$ cat src/rtl/uirq_pkg.sv
`timescale 1ns/1ps
package uirq_pkg;
   typedef enum logic [2:0] {
      IC_MODEM   = 3'b000,
      IC_TXEMPTY = 3'b001,
      IC_RXDATA  = 3'b010,
      IC_LINE    = 3'b011,
      IC_TMO     = 3'b100
   } uirq_code_e;

   localparam int unsigned EN_RXDATA  = 0;
   localparam int unsigned EN_TXEMPTY = 1;
   localparam int unsigned EN_LINE    = 2;
   localparam int unsigned EN_MODEM   = 3;
   localparam int unsigned EN_W       = 4;

   typedef struct packed {
      logic line;
      logic rxdata;
      logic tmo;
      logic txempty;
      logic modem;
   } uirq_src_t;
endpackage

$ cat src/rtl/uirq_evt_latch.sv
`timescale 1ns/1ps
module uirq_evt_latch (
   input  logic clk,
   input  logic rst_n,
   input  logic set_i,
   input  logic clr_i,
   output logic pend_o
);
   always_ff @(posedge clk) begin
      if (!rst_n)     pend_o <= 1'b0;
      else if (set_i) pend_o <= 1'b1;
      else if (clr_i) pend_o <= 1'b0;
   end
endmodule

$ cat src/rtl/uirq_txempty_ctl.sv
`timescale 1ns/1ps
module uirq_txempty_ctl (
   input  logic clk,
   input  logic rst_n,
   input  logic empty_i,
   input  logic en_i,
   input  logic wr_i,
   input  logic ident_hit_i,
   output logic pend_o
);
   logic empty_q;
   logic en_q;
   logic set_w;

   // a fresh empty edge, or the enable opening onto an already empty register
   assign set_w = empty_i & (~empty_q | (en_i & ~en_q));

   always_ff @(posedge clk) begin
      if (!rst_n) begin
         empty_q <= 1'b1;
         en_q    <= 1'b0;
         pend_o  <= 1'b0;
      end else begin
         empty_q <= empty_i;
         en_q    <= en_i;
         if (set_w)                    pend_o <= 1'b1;
         else if (wr_i || ident_hit_i) pend_o <= 1'b0;
      end
   end
endmodule

$ cat src/rtl/uirq_tmo_timer.sv
`timescale 1ns/1ps
module uirq_tmo_timer #(
   parameter int unsigned TICKS = 640
) (
   input  logic clk,
   input  logic rst_n,
   input  logic arm_i,
   input  logic restart_i,
   input  logic tick_i,
   output logic flag_o
);
   localparam int unsigned CW = (TICKS > 2) ? $clog2(TICKS) : 1;
   localparam logic [CW-1:0] LAST = CW'(TICKS - 1);

   logic [CW-1:0] cnt_q;

   always_ff @(posedge clk) begin
      if (!rst_n) begin
         cnt_q  <= '0;
         flag_o <= 1'b0;
      end else if (!arm_i || restart_i) begin
         cnt_q  <= '0;
         flag_o <= 1'b0;
      end else if (tick_i && !flag_o) begin
         if (cnt_q == LAST) begin
            cnt_q  <= '0;
            flag_o <= 1'b1;
         end else begin
            cnt_q <= cnt_q + 1'b1;
         end
      end
   end
endmodule

$ cat src/rtl/uirq_prio_enc.sv
`timescale 1ns/1ps
module uirq_prio_enc
   import uirq_pkg::*;
(
   input  uirq_src_t  src_i,
   output uirq_code_e code_o,
   output logic       pend_o
);
   always_comb begin
      pend_o = |src_i;
      if (src_i.line)         code_o = IC_LINE;
      else if (src_i.rxdata)  code_o = IC_RXDATA;
      else if (src_i.tmo)     code_o = IC_TMO;
      else if (src_i.txempty) code_o = IC_TXEMPTY;
      else                    code_o = IC_MODEM;
   end
endmodule

$ cat src/rtl/uart_irq_ident.sv
`timescale 1ns/1ps
module uart_irq_ident
   import uirq_pkg::*;
#(
   parameter int unsigned CHAR_BITS     = 10,
   parameter int unsigned OVERSAMPLE    = 16,
   parameter int unsigned TIMEOUT_CHARS = 4,
   parameter bit          HAS_TIMEOUT   = 1'b1
) (
   input  logic            clk,
   input  logic            rst_n,
   input  logic [EN_W-1:0] int_en_i,
   input  logic            fifo_en_i,
   input  logic            irq_gate_i,
   input  logic            rx_ready_i,
   input  logic            rx_nonempty_i,
   input  logic            rx_tick_i,
   input  logic            line_err_i,
   input  logic            modem_chg_i,
   input  logic            txhold_empty_i,
   input  logic            rd_rxdata_i,
   input  logic            rd_linestat_i,
   input  logic            rd_modemstat_i,
   input  logic            rd_ident_i,
   input  logic            wr_txdata_i,
   output logic [7:0]      ident_o,
   output logic            irq_o
);
   localparam int unsigned TMO_TICKS = TIMEOUT_CHARS * CHAR_BITS * OVERSAMPLE;

   if (CHAR_BITS < 2) begin : g_bad_char
      $error("uart_irq_ident: CHAR_BITS must be at least 2");
   end
   if (OVERSAMPLE < 1) begin : g_bad_os
      $error("uart_irq_ident: OVERSAMPLE must be at least 1");
   end
   if (TIMEOUT_CHARS < 1) begin : g_bad_tc
      $error("uart_irq_ident: TIMEOUT_CHARS must be at least 1");
   end

   logic       line_pend;
   logic       modem_pend;
   logic       txe_pend;
   logic       tmo_flag;
   logic       any_pend;
   logic       ident_hit;
   uirq_src_t  src;
   uirq_code_e code;

   uirq_evt_latch u_line (
      .clk    (clk),
      .rst_n  (rst_n),
      .set_i  (line_err_i),
      .clr_i  (rd_linestat_i),
      .pend_o (line_pend)
   );

   uirq_evt_latch u_modem (
      .clk    (clk),
      .rst_n  (rst_n),
      .set_i  (modem_chg_i),
      .clr_i  (rd_modemstat_i),
      .pend_o (modem_pend)
   );

   // identification read retires the transmit-empty cause only when it is the one shown
   assign ident_hit = rd_ident_i & any_pend & (code == IC_TXEMPTY);

   uirq_txempty_ctl u_txe (
      .clk         (clk),
      .rst_n       (rst_n),
      .empty_i     (txhold_empty_i),
      .en_i        (int_en_i[EN_TXEMPTY]),
      .wr_i        (wr_txdata_i),
      .ident_hit_i (ident_hit),
      .pend_o      (txe_pend)
   );

   if (HAS_TIMEOUT) begin : g_tmo
      uirq_tmo_timer #(.TICKS(TMO_TICKS)) u_tmo (
         .clk       (clk),
         .rst_n     (rst_n),
         .arm_i     (fifo_en_i & rx_nonempty_i),
         .restart_i (rd_rxdata_i),
         .tick_i    (rx_tick_i),
         .flag_o    (tmo_flag)
      );
   end else begin : g_no_tmo
      assign tmo_flag = 1'b0;
   end

   always_comb begin
      src.line    = int_en_i[EN_LINE]    & line_pend;
      src.rxdata  = int_en_i[EN_RXDATA]  & rx_ready_i;
      src.tmo     = int_en_i[EN_RXDATA]  & tmo_flag;
      src.txempty = int_en_i[EN_TXEMPTY] & txe_pend;
      src.modem   = int_en_i[EN_MODEM]   & modem_pend;
   end

   uirq_prio_enc u_enc (
      .src_i  (src),
      .code_o (code),
      .pend_o (any_pend)
   );

   assign ident_o = {fifo_en_i, fifo_en_i, 2'b00, code, ~any_pend};
   assign irq_o   = any_pend & irq_gate_i;
endmodule

$ cat config.mk
export PLATFORM = sky130hd
export DESIGN_NAME = uart_irq_ident
export DESIGN_NICKNAME = d
export VERILOG_FILES = /design/src/rtl/uirq_pkg.sv /design/src/rtl/uirq_evt_latch.sv /design/src/rtl/uirq_txempty_ctl.sv /design/src/rtl/uirq_tmo_timer.sv /design/src/rtl/uirq_prio_enc.sv /design/src/rtl/uart_irq_ident.sv
export SDC_FILE = /design/constraint.sdc
export NUM_CORES = 1
export LEC_CHECK = 0
export BUFFER_PORTS_ARGS = -buffer_cell sky130_fd_sc_hd__clkbuf_2
export CAP_MARGIN = 0
export CORE_MARGIN = 2
export CORE_UTILIZATION = 30
export DETAILED_ROUTE_END_ITERATION = 8
export PLACE_DENSITY = 0.55
export SETUP_SLACK_MARGIN = 0.3
export SLEW_MARGIN = 20
export SYNTH_ARGS = -nofsm -noshare
export SYNTH_HDL_FRONTEND = slang
export SYNTH_SLANG_ARGS = --single-unit
$ cat constraint.sdc
create_clock -name clk -period 2.9 [get_ports clk]
set_input_delay 0.29 -clock clk [delete_from_list [all_inputs] [get_ports clk]]
set_output_delay 0.29 -clock clk [all_outputs]
set_load 0.005 [all_outputs]
==> results of run 1 <==
==> layout make-up <==
type                            count  area, um2
Clock buffer                        4      36.28
Fill cell                         259       1529
Multi-Input combinational cell     62      436.7
Sequential cell                    16      320.3
Inverter                            4      15.01
Timing Repair Buffer               25      125.1
Tap cell                           30      37.54
==> power by group <==
part	internal, mW	switching [mW]
registers	0.224	0.00291
clock network	0.0763	0.0693
logic	0.0224	0.0179
total	0.323	0.0901
==> registers in the layout (all words and copies together), names as in the netlist <==
signal	cells
g_tmo.u_tmo.cnt_q	10
g_tmo.u_tmo.flag_o	1
u_line.pend_o	1
u_modem.pend_o	1
u_txe.empty_q	1
u_txe.en_q	1
u_txe.pend_o	1
==> routing by layer <==
| layer | wire (um) | part of all wire (%) | vias to the layer above | global-route usage [%] |
|---|---|---|---|---|
| met3 | 74 | 4.7 | 4 | 2.093 |
| met1 | 728 | 46 | 334 | 13.74 |
| met5 | 0 | 0 | - | 0 |
| met4 | 53 | 3.3 | 0 | 8.362 |
| li1 | - | - | 371 | - |
| met2 | 734 | 46 | 20 | 17.52 |
==> final timing paths <==
path                                          start                                end  slack (ps)  cells past startpoint
setup reg to reg  g_tmo.u_tmo.cnt_q[0]$_SDFFE_PP0P_  g_tmo.u_tmo.cnt_q[1]$_SDFFE_PP0P_        1300                      4
hold reg to reg   g_tmo.u_tmo.cnt_q[9]$_SDFFE_PP0P_  g_tmo.u_tmo.cnt_q[9]$_SDFFE_PP0P_         480                      2
hold / removal                           line_err_i         u_line.pend_o$_SDFFE_PN0P_         210                      2
setup / recovery  g_tmo.u_tmo.cnt_q[0]$_SDFFE_PP0P_  g_tmo.u_tmo.cnt_q[1]$_SDFFE_PP0P_        1300                      4
==> cell families (layout without fill, tap and decap cells) <==
logic type	count (synthesis)	after routing	share of synthesized area, %
simple gates	31	31	25.86
fa+ha+maj	1	1	1.557
compound gates	25	25	22.59
mux	1	1	1.246
flops	16	16	39.88
other cells	1	2	0.4668
buf+inv	9	33	6.230
xor+xnor	2	2	2.181
==> cell usage after synthesis, types with 2 or more instances <==
| library cell | n |
|---|---|
| a21boi_0 | 2 |
| a21oi_1 | 5 |
| a32o_1 | 2 |
| and2_1 | 3 |
| buf_4 | 4 |
| dfxtp_1 | 16 |
| inv_1 | 4 |
| nand2_1 | 3 |
| nand2b_1 | 2 |
| nand4_1 | 2 |
| nand4b_1 | 2 |
| nor2_1 | 3 |
| nor2b_1 | 4 |
| o21a_1 | 3 |
| o21ai_0 | 5 |
| o31ai_1 | 3 |
| or3_1 | 3 |
| or4_1 | 3 |
| xnor2_1 | 2 |
==> worst max-delay path: stages (launching register included) <==
cell and delay, ps:
dfxtp_1 380, ha_1 200, nand3b_4 140, o41ai_2 630, nor2_1 110
==> stage by stage <==
step	setup slack, ps	power [mW]
2_1_floorplan	1521	0.2525
3_3_place_gp	1338	0.2726
3_5_place_dp	1282	0.2728
4_1_cts	1266	0.4168
5_1_grt	1163	0.4365
6_report	1305	0.4130
==> summary.txt, run 1 <==
Worst setup path
  – CP Capture Type: register
  – CP Launch Type: register
  – Max Fanout on Critical Path: 9
  – Crit path arrival time: 1750 ps
  – WP data required: 3050 ps
  – Worst setup path class: reg2reg

Timing
  – Crit path time final: 1595 ps
  – Slew margin rel.: 55.63%
  – Final Max Slew Viols: 0
  – Period Utilization, post-route: 55.00%
  – F_max: 626.9 MHz
  – Final hold slack: 208.9 ps
  – Setup TNS: 0 ps
  – Final setup violation count: 0
  – Number of hold violations in the final report: 0
  – RSZ-0062 raised after global routing: no
  – Slew @ Worst Pin: 658.3 ps
  – Post-Route Skew: 0.2975 ps

Placement
  – Port Buffers: 25
  – GP Congestion: 0.7092
  – Post-DP HPWL: 1.252 mm
  – Cells after DPL: 137
  – Placed cell area: 934.6 um2

Final layout
  – Final instance area: 970.9 um2
  – Area Growth Syn to Fin: 20.87%
  – Most common cell after layout, fill and taps aside: clkbuf_2
  – Non-Filler Instances: 141
  – Post-layout util: 38.84%
  – Final Net Count: 132
  – Layout cell share with drive strength beyond 1: 28.83%
  – # diodes: 0
  – Most frequent cells in the layout: clkbuf_2, dfxtp_1, o21ai_0, a21oi_1

Floorplanning
  – Initial Utilization: 32.13%
  – Core Footprint: 2500 um2
  – Rows: 18
  – Top Ports: 28
  – Die H: 55.75 um
  – Die Wd: 55.75 um
  – Die ar.: 3108 um2

Global route
  – Initial antenna violation count: 0
  – Vias in the first global route: 650
  – Largest net degree at the start of global routing: 13
  – GRT Overall Usage: 11.27%
  – Total gr overflow: 0
  – First-pass GRT wire length: 2.718 mm

Synthesis
  – Syn avg cell area: 9.340 um2
  – Mapped cell area: 803.3 um2
  – Yosys top cell area share: 39.88%
  – Cell taking the most area after synthesis: dfxtp_1
  – EDFF count, synth: 0
  – Top cells by area, synth: dfxtp_1, buf_4, a21oi_1, nor2b_1, o21ai_0
  – Asr flop ratio synth: 0%
  – Cell count after synthesis: 86
  – Most used DFF post-synth: dfxtp_1
  – Seq/Total Area, Yosys: 39.88%
  – Library cells used by synthesis: 34
  – Flops & latches, synth: 16
  – Yosys warns: 0

CTS
  – Sink Count: 16
  – CTS clk-pin slew, worst paths: 90 ps
  – CTS tree: done
  – Setup bufs post-CTS: 0
  – Htree depth: 1
  – Inserted Clock Buffers: 3
  – Post-CTS sizing: 0
  – Hold buffers post-CTS: 0
  – Clk Tree Root Cell: clkbuf_4
  – Max clock buf depth: 2
  – Latest clock arrival within the worst-skew pair: 280 ps

Drt
  – Final wirelength: 1.590 mm
  – Antenna viol nets, final: 0
  – WL per Instance: 11.28 um
  – DR DRC count: 0
  – TritonRoute pass-1 iters: 4
  – DR vias/cell: 5.170
  – Starting DRT DRC Count: 15
  – Via count: 729

Pwr
  – P_leak: 0.3863 nW
  – Cell Pwr Density: 425.3 nW/um2
  – Maximum vdd drop: 0.0002912 V

Run status
  – Status: finished clean

Hold path
  – Worst Hold Class: in2reg

Run
  – MaxCap Viol Count: 0
(Power assumes the default switching activity.)
==> run 2, diff against run 1 <==
Settings changed: ABC_AREA set to 1, PLACE_DENSITY 0.55 to 0.54.
Clock period 2.9 ns to 1.66 ns, I/O delays scaled along.
==> run 2 against run 1 <==
Die area is 7.8% higher. Critical path depth is 1 higher. Highest routed layer unchanged. Sequential power is 74% higher. Core utilization is 0.18 points higher.
==> summary.txt, run 2 <==
Run status
  – Status: finished clean

Final layout
  – Area Growth Syn to Fin: 23.56%
  – Multi-input logic area: 469.2 um2 (+7.4%)
  – Storage cell area: 324.1 um2 (+1.2%)
  – Layout cell share with drive strength beyond 1: 36.00% (+7.2 points)
  – Fillers: 300 (+16%)
  – Post-layout util: 39.02% (+0.18 points)
  – Most frequent cells in the layout: clkbuf_2, nand2_1, nor2_1
  – Number of flip-flops in the largest register: 10 (unchanged)
  – Reg with most FFs: g_tmo.u_tmo.cnt_q
  – # diodes: 0 (unchanged)
  – Most common cell after layout, fill and taps aside: clkbuf_2
  – Final Net Count: 171 (+30%)

Placement
  – Port Buffers: 25 (unchanged)
  – Post-DP HPWL: 1.353 mm (+8.0%)
  – GP Congestion: 0.7450 (+5.0%)
  – Dpl ws: 413.7 ps (-867.9 ps)

CTS
  – Clk Tree Root Cell: clkbuf_4
  – Max clock buf depth: 2 (unchanged)
  – CTS clk-pin slew, worst paths: 100 ps (about the same)
  – Htree depth: 1 (unchanged)
  – Inserted Clock Buffers: 3 (unchanged)
  – Sink Count: 16 (unchanged)
  – Latest clock arrival within the worst-skew pair: 280 ps (about the same)
  – CTS tree: done

Pwr
  – P_leak: 0.4903 nW (+27%)
  – Maximum vdd drop: 0.0003589 V (+23%)
  – Cell Pwr Density: 684.6 nW/um2 (+61%)

Global route
  – GRT Overall Usage: 10.64% (-0.64 points)
  – First-pass GRT wire length: 2.822 mm (+3.8%)
  – Vias in the first global route: 701 (+7.8%)
  – Largest net degree at the start of global routing: 10 (-3)
  – Initial antenna violation count: 0 (unchanged)
  – Total gr overflow: 0 (unchanged)

Synthesis
  – Yosys warns: 0 (unchanged)
  – EDFF count, synth: 0 (unchanged)
  – Syn avg cell area: 7.080 um2 (-24%)
  – Mapped cell area: 870.8 um2 (+8.4%)
  – Most used DFF post-synth: dfxtp_1
  – Top cells by area, synth: dfxtp_1, nand2_1, nor2_1, inv_1, a21oi_1
  – Synth top cells by count: nand2_1, nor2_1, inv_1
  – Asr flop ratio synth: 0% (unchanged)
  – Yosys top cell area share: 36.78% (-3.1 points)
  – Flops & latches, synth: 16 (unchanged)
  – Top-count cell post-synth: nand2_1
  – Cell count after synthesis: 123 (+43%)
  – Cell taking the most area after synthesis: dfxtp_1
  – Library cells used by synthesis: 25 (-26%)
  – Seq/Total Area, Yosys: 36.78% (-3.1 points)

Floorplanning
  – Rows: 19 (+1)
  – Die ar.: 3350 um2 (+7.8%)
  – Top Ports: 28 (unchanged)
  – Initial Utilization: 31.58% (-0.55 points)
  – Die Wd: 57.88 um (+3.8%)
  – Die H: 57.88 um (+3.8%)
  – Core Footprint: 2758 um2 (+10%)

Timing
  – Setup TNS: 0 ps (unchanged)
  – RSZ-0062 raised after global routing: yes
  – Crit path time final: 1315 ps
  – Number of hold violations in the final report: 0 (unchanged)
  – Final setup violation count: 0 (unchanged)
  – Post-Route Skew: 9.392 ps (+9.095 ps)
  – F_max: 760.3 MHz
  – Period Utilization, post-route: 79.23%
  – Final WS setup: 344.8 ps (-960.1 ps)
  – Final Max Slew Viols: 0 (unchanged)

Drt
  – Antenna viol nets, final: 0 (unchanged)
  – DR vias/cell: 4.376 (-15%)
  – TritonRoute pass-1 iters: 4 (unchanged)
  – Final wirelength: 1.655 mm (+4.1%)
  – DR DRC count: 0 (unchanged)
  – Starting DRT DRC Count: 27 (+12)
  – Via count: 792 (+8.6%)
  – WL per Instance: 9.144 um (-19%)

Run
  – MaxCap Viol Count: 0 (unchanged)

Hold path
  – Worst Hold Class: in2reg

Worst setup path
  – Crit path arrival time: 1150 ps (-600 ps)
  – WP data required: 1490 ps (-1560 ps)
  – Max Fanout on Critical Path: 3 (-6)
  – CP Capture Type: primary output
  – CP Launch Type: register
  – Worst setup path class: reg2out
-- run 2: area by class of cell --
type	count	share of cell area [%]
Inverter	20	6.977
Multi-Input combinational cell	84	43.60
Sequential cell	16	30.12
Timing Repair Buffer	26	12.33
Clock buffer	4	3.372
Tap cell	31	3.605
-- run 2: what timing repair did --
item                       CTS  global route
buffers inserted             1             0
setup endpoints to repair    2             6
pin swaps                    1             1
hold buffers                 0             0
resized for setup            4             6
-- run 2: power by group --
group / internal (mW) / switching, mW / total [mW]
combinational: 0.0381 / 0.0428 / 0.0809
sequential: 0.392 / 0.00400 / 0.396
clock: 0.133 / 0.126 / 0.260
total: 0.563 / 0.173 / 0.737
-- run 2: metal layers --
layer,track usage (%),vias up,routed length [um]
met5,0,-,0
met4,2.990,0,10
met3,2.455,2,156
met2,18.34,28,736
met1,13.24,330,752
li1,-,432,-
-- run 2: path summary, 6_finish.rpt --
check / from / to / slack, ps / cells past startpoint
max: u_line.pend_o$_SDFFE_PN0P_ / irq_o / 340 / 5
min: txhold_empty_i / u_txe.empty_q$_SDFF_PN1_ / 90 / 2
max reg2reg: g_tmo.u_tmo.cnt_q[0]$_SDFFE_PP0P_ / g_tmo.u_tmo.cnt_q[0]$_SDFFE_PP0P_ / 440 / 6
min reg2reg: g_tmo.u_tmo.cnt_q[8]$_SDFFE_PP0P_ / g_tmo.u_tmo.cnt_q[8]$_SDFFE_PP0P_ / 480 / 2
-- run 2: stage by stage --
step | total power, mW | std cells | hold slack (ps) | instance area [um2]
after global routing | 0.7752 | 181 | 79.07 | 1076
after global placement | 0.4810 | 176 | 380.6 | 1008
after detailed placement | 0.4826 | 176 | 385.2 | 1008
after floorplan | 0.4481 | 124 | 259.5 | 874.6
after CTS | 0.7464 | 181 | 79.47 | 1064
final | 0.7367 | 181 | 88.51 | 1076
-- run 2: cells by family (layout without fill, tap and decap cells) --
family | after synthesis | after routing | synth area share (%)
simple gates | 67 | 67 | 39.94
buf+inv | 24 | 50 | 12.07
flops | 16 | 16 | 36.78
compound gates | 12 | 12 | 7.327
xor+xnor | 2 | 2 | 2.012
fa+ha+maj | 1 | 1 | 1.437
other cells | 1 | 2 | 0.4306
-- run 2: worst max-delay path, stage by stage (launching register included) --
cell	delay, ps
dfxtp_2	330
nand2_2	70
nand2_2	70
a211oi_2	230
nor2_1	60
clkbuf_2	110
